<file path="config.mk">
export PLATFORM = sky130hd
export DESIGN_NAME = pin_mode_port
export DESIGN_NICKNAME = d
export VERILOG_FILES = /design/src/rtl/pin_mode_pkg.sv /design/src/rtl/pin_sync.sv /design/src/rtl/port_regs.sv /design/src/rtl/pin_cell.sv /design/src/rtl/pin_mode_port.sv
export SDC_FILE = /design/constraint.sdc
export NUM_CORES = 1
export LEC_CHECK = 0
export CAP_MARGIN = 20
export CORE_MARGIN = 10
export CORE_UTILIZATION = 49
export CTS_CLUSTER_DIAMETER = 60
export DETAILED_ROUTE_END_ITERATION = 8
export MAX_ROUTING_LAYER = met4
export PLACE_DENSITY_LB_ADDON = 0.3
export SLEW_MARGIN = 10
export SYNTH_ARGS = -nofsm -noshare
export SYNTH_HDL_FRONTEND = slang
export SYNTH_HIERARCHICAL = 1
export SYNTH_SLANG_ARGS = --single-unit
</file>
<file path="constraint.sdc">
create_clock -name clk_i -period 4.8 [get_ports clk_i]
set_input_delay 0.48 -clock clk_i [delete_from_list [all_inputs] [get_ports clk_i]]
set_output_delay 0.48 -clock clk_i [all_outputs]
set_load 0.005 [all_outputs]
</file>
<file path="src/rtl/pin_mode_pkg.sv">
package pin_mode_pkg;
  localparam int REG_ADDR_W  = 2;
  localparam int CFG_CLR_BIT = 2;

  typedef enum logic [1:0] {
    ADDR_DATA   = 2'd0,
    ADDR_DIR    = 2'd1,
    ADDR_OPT    = 2'd2,
    ADDR_IRQCFG = 2'd3
  } reg_addr_e;

  typedef enum logic [1:0] {
    SENSE_LEVEL    = 2'd0,
    SENSE_FALL     = 2'd1,
    SENSE_RISE     = 2'd2,
    SENSE_RISE_ALT = 2'd3
  } sense_e;

  typedef enum logic [2:0] {
    MODE_IN_PU,
    MODE_IN_FLOAT,
    MODE_IN_IRQ,
    MODE_ANALOG,
    MODE_OPEN_DRAIN,
    MODE_PUSH_PULL
  } pin_mode_e;

  function automatic pin_mode_e decode_mode(input logic dir, input logic opt, input logic dat);
    pin_mode_e m;
    case ({dir, opt, dat})
      3'b000:          m = MODE_IN_PU;
      3'b001:          m = MODE_IN_FLOAT;
      3'b010:          m = MODE_IN_IRQ;
      3'b011:          m = MODE_ANALOG;
      3'b100, 3'b101:  m = MODE_OPEN_DRAIN;
      default:         m = MODE_PUSH_PULL;
    endcase
    return m;
  endfunction
endpackage

</file>
<file path="src/rtl/pin_sync.sv">
module pin_sync #(
  parameter int          WIDTH     = 8,
  parameter logic        RESET_VAL = 1'b1
) (
  input  logic             clk_i,
  input  logic             rst_ni,
  input  logic [WIDTH-1:0] async_i,
  output logic [WIDTH-1:0] sync_o
);
  logic [WIDTH-1:0] meta_q, sync_q;

  always_ff @(posedge clk_i or negedge rst_ni) begin
    if (!rst_ni) begin
      meta_q <= {WIDTH{RESET_VAL}};
      sync_q <= {WIDTH{RESET_VAL}};
    end else begin
      meta_q <= async_i;
      sync_q <= meta_q;
    end
  end

  assign sync_o = sync_q;

  AST_SYNC_TWO_STAGE: assert property (@(posedge clk_i) disable iff (!rst_ni)
    $stable(meta_q) |=> sync_q == $past(meta_q)) else $error("sync stage mismatch");
endmodule

</file>
<file path="src/rtl/port_regs.sv">
module port_regs import pin_mode_pkg::*; #(
  parameter int NUM_PINS = 8
) (
  input  logic                  clk_i,
  input  logic                  rst_ni,
  input  logic [REG_ADDR_W-1:0] addr_i,
  input  logic                  we_i,
  input  logic [NUM_PINS-1:0]   wdata_i,
  input  logic [NUM_PINS-1:0]   pin_rd_i,
  output logic [NUM_PINS-1:0]   rdata_o,
  output logic [NUM_PINS-1:0]   dir_o,
  output logic [NUM_PINS-1:0]   opt_o,
  output logic [NUM_PINS-1:0]   dat_o,
  output sense_e                sense_o,
  output logic                  clr_o
);
  localparam int PAD_W = NUM_PINS - 2;

  logic [NUM_PINS-1:0] dir_q, opt_q, dat_q;
  sense_e              sense_q;
  reg_addr_e           addr;

  assign addr = reg_addr_e'(addr_i);

  always_ff @(posedge clk_i or negedge rst_ni) begin
    if (!rst_ni) begin
      dir_q   <= '0;
      opt_q   <= '0;
      dat_q   <= '0;
      sense_q <= SENSE_LEVEL;
    end else if (we_i) begin
      case (addr)
        ADDR_DATA:   dat_q   <= wdata_i;
        ADDR_DIR:    dir_q   <= wdata_i;
        ADDR_OPT:    opt_q   <= wdata_i;
        default:     sense_q <= sense_e'(wdata_i[1:0]);
      endcase
    end
  end

  assign clr_o = we_i && (addr == ADDR_IRQCFG) && wdata_i[CFG_CLR_BIT];

  always_comb begin
    case (addr)
      ADDR_DATA: rdata_o = pin_rd_i;
      ADDR_DIR:  rdata_o = dir_q;
      ADDR_OPT:  rdata_o = opt_q;
      default:   rdata_o = {{PAD_W{1'b0}}, sense_q};
    endcase
  end

  assign dir_o   = dir_q;
  assign opt_o   = opt_q;
  assign dat_o   = dat_q;
  assign sense_o = sense_q;

  AST_DIR_WRITE: assert property (@(posedge clk_i) disable iff (!rst_ni)
    (we_i && addr == ADDR_DIR) |=> dir_q == $past(wdata_i)) else $error("dir write lost");
  AST_OPT_HOLD: assert property (@(posedge clk_i) disable iff (!rst_ni)
    !(we_i && addr == ADDR_OPT) |=> $stable(opt_q)) else $error("opt changed without write");
endmodule

</file>
<file path="src/rtl/pin_cell.sv">
module pin_cell import pin_mode_pkg::*; (
  input  logic   clk_i,
  input  logic   rst_ni,
  input  logic   dir_i,
  input  logic   opt_i,
  input  logic   dat_i,
  input  logic   sync_i,
  input  sense_e sense_i,
  input  logic   clr_i,
  output logic   oe_o,
  output logic   out_o,
  output logic   pu_o,
  output logic   ana_o,
  output logic   rd_o,
  output logic   irq_o
);
  pin_mode_e mode;
  logic      int_mode, edge_sense, hit;
  logic      prev_q, flag_q;

  assign mode = decode_mode(dir_i, opt_i, dat_i);

  always_comb begin
    oe_o     = 1'b0;
    out_o    = 1'b0;
    pu_o     = 1'b0;
    ana_o    = 1'b0;
    int_mode = 1'b0;
    rd_o     = sync_i;
    case (mode)
      MODE_IN_PU:      pu_o = 1'b1;
      MODE_IN_FLOAT:   ;
      MODE_IN_IRQ:     begin pu_o = 1'b1; int_mode = 1'b1; end
      MODE_ANALOG:     begin ana_o = 1'b1; rd_o = 1'b0; end
      MODE_OPEN_DRAIN: begin oe_o = ~dat_i; rd_o = dat_i; end
      default:         begin oe_o = 1'b1; out_o = dat_i; rd_o = dat_i; end
    endcase
  end

  assign edge_sense = (sense_i != SENSE_LEVEL);
  assign hit = (sense_i == SENSE_FALL) ? (prev_q & ~sync_i) : (~prev_q & sync_i);

  always_ff @(posedge clk_i or negedge rst_ni) begin
    if (!rst_ni) begin
      prev_q <= 1'b1;
      flag_q <= 1'b0;
    end else begin
      prev_q <= sync_i;
      // a new edge wins over a clear in the same cycle
      flag_q <= int_mode & edge_sense & ((flag_q & ~clr_i) | hit);
    end
  end

  assign irq_o = edge_sense ? flag_q : (int_mode & ~sync_i);

  AST_OE_ONLY_OUTPUT: assert property (@(posedge clk_i) disable iff (!rst_ni)
    oe_o |-> dir_i) else $error("oe on input pin");
  AST_PU_ONLY_INPUT: assert property (@(posedge clk_i) disable iff (!rst_ni)
    pu_o |-> (!dir_i && !ana_o)) else $error("pull-up on output or analog");
  AST_ANA_ISOLATED: assert property (@(posedge clk_i) disable iff (!rst_ni)
    ana_o |-> (!oe_o && !irq_o && !rd_o)) else $error("analog pin not isolated");
  AST_OD_NEVER_HIGH: assert property (@(posedge clk_i) disable iff (!rst_ni)
    (dir_i && !opt_i && oe_o) |-> !out_o) else $error("open-drain drives high");
  AST_EDGE_LATCHED: assert property (@(posedge clk_i) disable iff (!rst_ni)
    (int_mode && edge_sense && flag_q && !clr_i) |=> (irq_o || sense_i == SENSE_LEVEL))
    else $error("latched edge lost");
  AST_NO_IRQ_OUTSIDE_MODE: assert property (@(posedge clk_i) disable iff (!rst_ni)
    (!int_mode ##1 !int_mode) |-> !irq_o) else $error("irq from non-irq pin");
endmodule

</file>
<file path="src/rtl/pin_mode_port.sv">
module pin_mode_port import pin_mode_pkg::*; #(
  parameter int NUM_PINS = 8
) (
  input  logic                  clk_i,
  input  logic                  rst_ni,
  input  logic [REG_ADDR_W-1:0] reg_addr_i,
  input  logic                  reg_we_i,
  input  logic [NUM_PINS-1:0]   reg_wdata_i,
  output logic [NUM_PINS-1:0]   reg_rdata_o,
  input  logic [NUM_PINS-1:0]   pin_i,
  output logic [NUM_PINS-1:0]   pin_oe_o,
  output logic [NUM_PINS-1:0]   pin_out_o,
  output logic [NUM_PINS-1:0]   pin_pu_o,
  output logic [NUM_PINS-1:0]   pin_ana_o,
  output logic [NUM_PINS-1:0]   pin_irq_o,
  output logic                  irq_o
);
  logic [NUM_PINS-1:0] dir, opt, dat, sync, rd;
  sense_e              sense;
  logic                clr;

  port_regs #(.NUM_PINS(NUM_PINS)) u_regs (
    .clk_i    (clk_i),
    .rst_ni   (rst_ni),
    .addr_i   (reg_addr_i),
    .we_i     (reg_we_i),
    .wdata_i  (reg_wdata_i),
    .pin_rd_i (rd),
    .rdata_o  (reg_rdata_o),
    .dir_o    (dir),
    .opt_o    (opt),
    .dat_o    (dat),
    .sense_o  (sense),
    .clr_o    (clr)
  );

  pin_sync #(.WIDTH(NUM_PINS), .RESET_VAL(1'b1)) u_sync (
    .clk_i   (clk_i),
    .rst_ni  (rst_ni),
    .async_i (pin_i),
    .sync_o  (sync)
  );

  for (genvar g = 0; g < NUM_PINS; g++) begin : g_pin
    pin_cell u_cell (
      .clk_i   (clk_i),
      .rst_ni  (rst_ni),
      .dir_i   (dir[g]),
      .opt_i   (opt[g]),
      .dat_i   (dat[g]),
      .sync_i  (sync[g]),
      .sense_i (sense),
      .clr_i   (clr),
      .oe_o    (pin_oe_o[g]),
      .out_o   (pin_out_o[g]),
      .pu_o    (pin_pu_o[g]),
      .ana_o   (pin_ana_o[g]),
      .rd_o    (rd[g]),
      .irq_o   (pin_irq_o[g])
    );
  end

  assign irq_o = |pin_irq_o;

  AST_RESET_QUIET: assert property (@(posedge clk_i) disable iff (!rst_ni)
    $rose(rst_ni) |-> (pin_oe_o == '0 && pin_ana_o == '0 && !irq_o)) else $error("not quiet after reset");
endmodule

</file>
After elaboration in Yosys (flattened, before gate mapping)
Cells that the tools add are included.
{"block": "op_classes", "eq_ne": 76, "muxes": 73, "n_bitwise": 82, "reduce_logical": 66}
{"op": "3-bit case mux with 5 select lines", "n": 8}
{"op": "3-bit by 2-bit == test with 1-bit output, second input constant", "n": 32}
{"op": "3-bit == test, second input constant", "n": 24}
{"op": "1-bit bitwise AND", "n": 48}
{"op": "3-bit by 1-bit == test with 1-bit output, second input constant", "n": 16}
{"op": "3-bit zero test", "n": 16}
{"op": "1-bit two-way mux", "n": 48}
{"op": "5-bit OR reduction", "n": 8}
{"op": "1-bit case mux with 2 select lines", "n": 16}
{"op": "2-bit OR reduction", "n": 16}
{"op": "4-bit OR reduction", "n": 8}
{"op": "3-bit OR reduction", "n": 9}
{"op": "1-bit inverter", "n": 26}
{"op": "8-bit case mux with 3 select lines", "n": 1}
{"op": "1-bit OR", "n": 8}
{"op": "2-bit AND reduction", "n": 4}
{"op": "8-bit OR reduction", "n": 1}
{"op": "2-bit by 1-bit == test with 1-bit output, second input constant", "n": 2}
{"op": "2-bit == test, second input constant", "n": 2}
{"op": "1-bit logical AND", "n": 2}
{"op": "2-bit zero test", "n": 1}
{"op": "2-bit nonzero test", "n": 1}
{"block": "totals", "register_bits": 58, "in_bits": 21}

Logic depth before layout (Yosys ltp)
Gate-level depths: netlist of the first run.
{"block": "depth", "word_depth": 8, "mapped_depth": 6, "mapped_depth_nobuf": 5}

By module
Netlist of the first run, hierarchy kept.
{"mod": "pin_cell", "instances": 8, "cells_each": 20, "area_each_um2": 156.4, "seq_area_each_um2": 51.3}
{"mod": "port_regs", "instances": 1, "cells_each": 75, "area_each_um2": 1187.4, "seq_area_each_um2": 650.6}
{"mod": "pin_sync", "instances": 1, "cells_each": 16, "area_each_um2": 420.4, "seq_area_each_um2": 420.4}
{"mod": "pin_mode_port", "instances": 1, "cells_each": 3, "area_each_um2": 16.3, "seq_area_each_um2": 0.0}

Worst setup path before layout of the first run
No wires, ideal clock.
{"block": "synth_timing", "path_kind": "reg2out", "from": "reg u_regs.sense_q[1], in the netlist u_regs/sense_o[1]", "to": "out irq_o", "arrival_time_ns": 1.429, "path_slack_ns": 2.891, "path_stages_with_launch": 5, "path_buffers": 0, "cell_sequence": "dfrtp_1 > o21ai_0 > o41ai_2 > nor4_1 > nand2_1"}
{"block": "synth_via", "elab_chain_len": 3, "elab_cells_between_ends": 10, "classes_between": "mux (8); reduce/logical (2)"}
{"element": "start, declared", "line": "port_regs.sv:20", "source": "sense_e sense_q;"}
{"element": "start signal, assigned", "line": "port_regs.sv:36", "source": "default: sense_q <= sense_e'(wdata_i[1:0]);"}
{"element": "2-bit nonzero test", "line": "pin_cell.sv:40", "source": "assign edge_sense = (sense_i != SENSE_LEVEL);"}
{"element": "1-bit two-way mux", "line": "pin_cell.sv:54", "source": "assign irq_o = edge_sense ? flag_q : (int_mode & ~sync_i);"}
{"element": "net pin_irq_o[1]", "line": "pin_mode_port.sv:15", "source": "output logic [NUM_PINS-1:0] pin_irq_o,"}
{"element": "8-bit OR reduction", "line": "pin_mode_port.sv:63", "source": "assign irq_o = |pin_irq_o;"}
{"element": "end, declared", "line": "pin_mode_port.sv:16", "source": "output logic irq_o"}
The timed path passes the listed nets, and every way through them passes these cells.

Worst setup path after layout of the first run
{"block": "layout_timing", "from": "in reg_addr_i[1]", "to": "out reg_rdata_o[6]"}
{"block": "layout_via", "elab_chain_len": 2, "elab_cells_between_ends": 4, "classes_between": "eq/ne (2); mux (1); reduce/logical (1)"}
{"element": "start, declared", "line": "pin_mode_port.sv:6", "source": "input logic [REG_ADDR_W-1:0] reg_addr_i,"}
{"element": "2-bit == test (tied with other cells)", "line": "port_regs.sv:44", "source": "case (addr)"}
{"element": "8-bit case mux with 3 select lines (*)", "line": "port_regs.sv:44"}
{"element": "end, declared", "line": "pin_mode_port.sv:9", "source": "output logic [NUM_PINS-1:0] reg_rdata_o,"}
Every way passes the cells marked *; elsewhere a longest branch is shown, timed or not.

==> results of run 1 <==
metal layers:
metal | vias up | share of wire, % | GRT usage, %
met5 | - | 0 | -
met4 | 0 | 1.3 | 4.74
met3 | 9 | 3.5 | 4.47
met2 | 53 | 51 | 26.4
met1 | 1086 | 44 | 18.5
li1 | 1081 | - | -
cell type report:
cell class / instances / area share (%)
Sequential cell: 58 / 38.2
Multi-Input combinational cell: 185 / 34.6
Timing Repair Buffer: 71 / 18.2
Clock buffer: 9 / 3.19
Clock inverter: 7 / 2.64
Tap cell: 72 / 2.32
Inverter: 9 / 0.870
logic make-up (layout without fill, tap and decap cells):
logic type / Yosys count / in the layout / share of synthesized area [%]
buffers and inverters: 11 / 96 / 1.83
multiplexers: 34 / 34 / 14.1
flip-flops: 58 / 58 / 51.5
AND/OR/NAND/NOR: 89 / 89 / 17.1
AO/OA/AOI/OAI: 62 / 62 / 15.4
synthesized netlist by cell type:
cell type  number
dfrtp_1        34
nand2_1        33
o21ai_0        32
mux2_2         26
dfstp_2        24
nor2b_1        17
inv_1           9
nor2_1          9
a21boi_0        8
a21oi_1         8
and3_2          8
nor2_2          8
nor3b_1         8
o41ai_2         8
mux2i_1         6
o2bb2ai_1       6
mux4_1          2
nand3b_2        2
nor4_1          2
buf_4           1
buf_6           1
nand3_1         1
nor3b_4         1
worst max-delay path, delay by kind of cell:
kind | cells | cell delay (ns)
buf+inv | 2 | 1.36
simple gates | 1 | 0.73
compound gates | 1 | 0.19
how the worst min path moves through the flow:
stage	start	end	slack, ns	cells after the start
final	rst_ni	g_pin[7].u_cell/flag_q$_DFF_PN0_	0.27	2
after detailed placement	u_sync/meta_q[5]$_DFF_PN1_	u_sync/sync_o[5]$_DFF_PN1_	0.35	0
after global placement	u_sync/meta_q[7]$_DFF_PN1_	u_sync/sync_o[7]$_DFF_PN1_	0.35	0
after global routing	rst_ni	g_pin[7].u_cell/flag_q$_DFF_PN0_	0.34	2
after floorplan	rst_ni	g_pin[0].u_cell/flag_q$_DFF_PN0_	0.18	0
after CTS	rst_ni	u_regs/dir_o[0]$_DFFE_PN0P_	0.30	2
power by group through the flow:
stage | clock network, mW | logic, mW | registers [mW]
detailed placement | 0 | 0.368 | 0.661
global route | 0.543 | 0.416 | 0.661
floorplan | 0 | 0.170 | 0.633
global placement | 0 | 0.361 | 0.657
finish | 0.505 | 0.377 | 0.647
CTS | 0.517 | 0.371 | 0.653
state kept, by name (all words and copies together), names as in the netlist:
signal	cells
u_regs/sense_o	2
u_regs/dir_o	8
g_pin.u_cell/prev_q	8
g_pin.u_cell/flag_q	8
u_sync/sync_o	8
u_regs/opt_o	8
u_regs/dat_o	8
u_sync/meta_q	8
cells in the final DEF, fill, tap and decap left out:
cell type         n
a21oi_1           8
clkdlybuf4s50_1  68
nor3b_1           8
nor4_1            2
inv_6             1
mux2_2           26
clkinvlp_4        1
buf_8             1
bufinv_16         2
mux2i_1           6
o21ai_0          32
clkinv_4          3
nor2_2            8
o2bb2ai_1         6
clkbuf_8          9
nor3b_4           1
nor2b_1          17
inv_1             9
nand3_1           1
buf_2             1
nor2_1            9
nand2_1          33
dfstp_2          24
nand3b_2          2
a21boi_0          8
mux4_1            2
buf_4             1
dfrtp_1          34
o41ai_2           8
and3_2            8
metrics by stage:
| stage | instance area [um^2] | total power, mW | instances | setup slack, ns |
|---|---|---|---|---|
| 3_3_place_gp | 3640 | 1.02 | 394 | 1.59 |
| 2_1_floorplan | 2880 | 0.803 | 254 | 2.89 |
| 6_report | 3880 | 1.53 | 411 | 1.56 |
| 4_1_cts | 3870 | 1.54 | 410 | 1.56 |
| 5_1_grt | 3880 | 1.62 | 411 | 1.46 |
| 3_5_place_dp | 3640 | 1.03 | 394 | 1.58 |
==> results.py, run 1 <==
metrics = {
    "power_and_ir_drop": {
        "pwr-share-clk_pct": 33.1,
        "ir_drop_v": 0.000224,
        "power.switching_mw": 0.451,
        "share_comb_of_total_power_pct": 24.6,
        "sequentialPowerShare_pct": 42.3,
        "internal_power_mw": 1.08,
        "power_leakage_nw": 1.62,
        "cellPowerDensity_nw_per_um2": 394,
        "sw_frac_of_total_pct": 29.5,
    },
    "timing": {
        "whs_ns": 0.274,
        "worst_slew_pin_slew_ns": 0.883,
        "setup_violations": 0,
        "skew_ns": 0.00642,
        "period_needed_ns": 3.24,
        "slew_headroom_pct": 41.1,
        "period_share_pct": 67.6,
        "rsz0062_at_grt": "false",
        "hold_violations": 0,
        "slew_viol_final": 0,
        "tns_ns": 0,
        "fmax_mhz": 308,
    },
    "layout": {
        "regArea_um2": 1480,
        "n_fill_cell": 449,
        "nNetsFinal": 355,
        "area_growth_pct": 35.0,
        "multi_input_area_um2": 1340,
        "finish.utilization_pct": 69.2,
        "n_antenna_cell": 0,
        "drive_gt1_share_pct": 28.3,
    },
    "logic_synthesis": {
        "syn_area_per_cell_um2": 11.3,
        "synth_largest_area_cell": "dfrtp_1",
        "synth_top_area_share_pct": 29.6,
        "ys_seq_area_share_pct": 51.5,
        "synth_nets": 275,
        "ys_warn_count": 6,
        "ys_ff_latch": 58,
        "yosysUniqueCellTypes": 23,
        "synth_cells": 254,
        "synthTopCellsByArea": "dfrtp_1 (30%), dfstp_2 (22%), mux2_2 (10%)",
        "syn_area_um2": 2880,
    },
    "critical_path": {
        "r2r-end": "g_pin[1].u_cell/flag_q$_DFF_PN0_",
        "critPathLaunch": "reg_addr_i[1]",
        "r2r-start": "u_regs/sense_o[1]$_DFFE_PN0P_",
        "worstPathArrival_ns": 2.76,
        "ff2ff_path_depth": 4,
        "max_stage_delay_ns": 0.80,
        "crit_slowest_cell": "clkdlybuf4s50_1",
        "start_kind": "primary input",
        "critPathCaptureType": "primary output",
        "cp_common_cell": "clkdlybuf4s50_1",
        "cp.required_ns": 4.32,
        "cp-endpoint": "reg_rdata_o[6]",
        "critPathMaxFanout": 13,
        "critPathKind": "primary input to primary output",
        "cp_cell_sequence": "clkdlybuf4s50_1, nor2b_1, o2bb2ai_1, clkdlybuf4s50_1",
        "r2r_slack_ns": 3.38,
    },
    "die": {
        "initial_utilization_pct": 51.3,
        "die_y_um": 96.6,
        "num_io_pins": 70,
        "core-area_um2": 5610,
        "die_x_um": 96.6,
        "dieArea_um2": 9330,
        "rows": 27,
    },
    "grt": {
        "antenna_found_initial": 0,
        "track_usage_pct": 16.0,
        "grt_max_degree": 59,
        "grt_pass1_wl_mm": 12.2,
        "first_global_vias": 2417,
        "grt_overflow_total": 0,
    },
    "cts": {
        "cts_buffer_depth": 2,
        "cts_setup_buffers": 0,
        "path_clk_slew_ns": 0.07,
        "cts_resized": 0,
        "htreeDepth": 3,
        "cts_buffers": 9,
        "insertion_delay_ns": 0.34,
        "cts_tree": "yes",
        "postCtsHoldBufs": 0,
        "clock-sinks": 58,
        "cts_root_buf": "clkbuf_8",
    },
    "hold_path": {
        "hp-class": "primary input to asynchronous set/reset pin",
    },
    "drt": {
        "vias": 2229,
        "routed_wl_mm": 7.14,
        "vias_per_cell": 5.42,
        "antenna_left": 0,
        "post_drt_wl_per_cell_um": 17.4,
        "drc": 0,
        "drt_iter0_drc": 106,
        "drtPass1Iterations": 4,
    },
    "run_status": {
        "status": "finished clean",
    },
    "place": {
        "port_buffers": 69,
        "hpwl_mm": 4.97,
        "gp_congestion": 0.747,
    },
    "run": {
        "cap_violations": 0,
    },
}
Power figures use the tool's default switching activity.
==> run 2, diff against run 1 <==
--- a/config.mk
+++ b/config.mk
@@ -7,7 +7,7 @@
 export LEC_CHECK = 0
 export CAP_MARGIN = 20
 export CORE_MARGIN = 10
-export CORE_UTILIZATION = 49
+export CORE_UTILIZATION = 45
 export CTS_CLUSTER_DIAMETER = 60
 export DETAILED_ROUTE_END_ITERATION = 8
 export MAX_ROUTING_LAYER = met4
==> constraint.sdc (replaced) <==
create_clock -name clk_i -period 2.97 [get_ports clk_i]
set_input_delay 0.297 -clock clk_i [delete_from_list [all_inputs] [get_ports clk_i]]
set_output_delay 0.297 -clock clk_i [all_outputs]
set_load 0.005 [all_outputs]
==> results.py, run 2 (same netlist as run 1, synthesis figures left out) <==
metrics = {
    "layout": {
        "final_cell_mix": "clkdlybuf4s50_1 (68), nand2_1 (33), dfrtp_1 (33), o21ai_0 (32), mux2_2 (26)",
        "nNetsFinal": 360,
        "n_antenna_cell": 0,
        "area_growth_pct": 36.6,
        "final_common_cell": "clkdlybuf4s50_1",
        "design_area_um2": 3930,
        "n_fill_cell": 501,
        "drive_gt1_share_pct": 29.1,
    },
    "grt": {
        "antenna_found_initial": 0,
        "track_usage_pct": 15.7,
        "grt_max_degree": 59,
        "grt_overflow_total": 0,
        "grt_pass1_wl_mm": 12.2,
        "first_global_vias": 2330,
    },
    "place": {
        "port_buffers": 69,
        "hpwl_mm": 5.23,
        "placed_cell_area_um2": 3700,
        "gp_congestion": 0.791,
    },
    "power_and_ir_drop": {
        "pwr-share-clk_pct": 32.8,
        "cellPowerDensity_nw_per_um2": 626,
        "share_comb_of_total_power_pct": 24.6,
        "power.switching_mw": 0.697,
        "ir_drop_v": 0.000353,
        "sequentialPowerShare_pct": 42.6,
        "sw_frac_of_total_pct": 28.4,
        "power_leakage_nw": 1.64,
        "p_total_mw": 2.46,
        "internal_power_mw": 1.76,
    },
    "drt": {
        "antenna_left": 0,
        "routed_wl_mm": 7.40,
        "post_drt_wl_per_cell_um": 17.6,
        "vias": 2262,
        "drtPass1Iterations": 4,
        "drc": 0,
        "drt_iter0_drc": 79,
        "vias_per_cell": 5.37,
    },
    "timing": {
        "period_needed_ns": 2.69,
        "period_share_pct": 90.4,
        "slew_headroom_pct": 44.3,
        "hold_violations": 0,
        "skew_ns": 0.00935,
        "slew_viol_final": 0,
        "setup_violations": 0,
        "rsz0062_at_grt": "false",
        "fmax_mhz": 372,
        "worst_slew_pin_slew_ns": 0.836,
        "tns_ns": 0,
    },
    "die": {
        "rows": 29,
        "initial_utilization_pct": 45.8,
        "die_x_um": 99.9,
        "num_io_pins": 70,
        "core-area_um2": 6280,
        "dieArea_um2": 9990,
        "die_y_um": 99.9,
    },
    "cts": {
        "cts_root_buf": "clkbuf_8",
        "cts_buffer_depth": 2,
        "path_clk_slew_ns": 0.07,
        "clock-sinks": 58,
        "htreeDepth": 3,
        "cts_buffers": 9,
        "insertion_delay_ns": 0.33,
        "cts_tree": "yes",
    },
    "run_status": {
        "status": "finished clean",
    },
    "critical_path": {
        "worstPathArrival_ns": 2.39,
        "start_kind": "register",
        "critPathMaxFanout": 26,
        "max_stage_delay_ns": 0.69,
        "crit_slowest_cell": "dfrtp_1",
        "critPathKind": "register to primary output",
        "cp.required_ns": 2.67,
        "critPathCaptureType": "primary output",
        "cp_cell_sequence": "o21ai_0, o41ai_2, nor4_1, nand2_1, clkdlybuf4s50_1",
    },
    "run": {
        "cap_violations": 0,
    },
    "hold_path": {
        "hp-class": "register to register",
    },
}
[run 2: final timing paths]
path	start	endpoint	slack, ns	cells after the start
max	u_regs/sense_o[0]$_DFFE_PN0P_	irq_o	0.28	5
min	u_sync/meta_q[0]$_DFF_PN1_	u_sync/sync_o[0]$_DFF_PN1_	0.36	0
max reg2reg	u_regs/sense_o[0]$_DFFE_PN0P_	g_pin[3].u_cell/flag_q$_DFF_PN0_	1.62	2
min reg2reg	u_sync/meta_q[0]$_DFF_PN1_	u_sync/sync_o[0]$_DFF_PN1_	0.36	0
max in group asynchronous	rst_ni	u_sync/sync_o[7]$_DFF_PN1_	2.15	3
min in group asynchronous	rst_ni	u_regs/dat_o[3]$_DFFE_PN0P_	0.48	3
[run 2: layer usage]
| layer | global-route usage, % | wire, um |
|---|---|---|
| met1 | 19.4 | 3420 |
| met4 | 5.07 | 82 |
| met2 | 24.0 | 3530 |
| met3 | 4.88 | 364 |
| met5 | - | 0 |
[run 2: through the flow]
step / worst slack (ns) / instances / hold WS [ns] / util, %
finish: 0.284 / 421 / 0.356 / 62.5
global route: 0.0291 / 421 / 0.347 / 62.5
CTS: 0.219 / 421 / 0.346 / 62.5
detailed placement: 0.564 / 404 / 0.327 / 58.9
global placement: 0.593 / 404 / 0.316 / 58.9
floorplan: 1.24 / 254 / 0.00141 / -
[run 2: repair_timing]
action | CTS | global route
resized for setup | 0 | 1
hold buffers | 1 | 0
setup buffers | 0 | 0
hold endpoints to repair | 34 | 0
setup endpoints to repair | 0 | 1
[run 2: power by group through the flow]
stage          clock, mW  sequential [mW]  combinational (mW)
6_report           0.804             1.05               0.605
5_1_grt            0.862             1.07               0.667
4_1_cts            0.827             1.04               0.618
3_5_place_dp           0             1.06               0.613
3_3_place_gp           0             1.05               0.606
2_1_floorplan          0             1.02               0.275
[run 2: layout make-up]
class | instances | area [um^2] | share of cell area, %
flip-flops and latches | 58 | 1480 | 37.8
multi-input cells | 185 | 1340 | 34.2
repair buffers | 76 | 753 | 19.2
clock buffers | 11 | 141 | 3.60
well taps | 77 | 96.3 | 2.45
clock inverters | 5 | 77.6 | 1.98
inverters | 9 | 33.8 | 0.860
[run 2: critical path, delay by kind of cell, from the launching register on]
kind,cells,cell delay [ns]
AO/OA/AOI/OAI,2,0.47
buffers and inverters,1,0.46
AND/OR/NAND/NOR,2,0.45
flip-flops,1,0.69
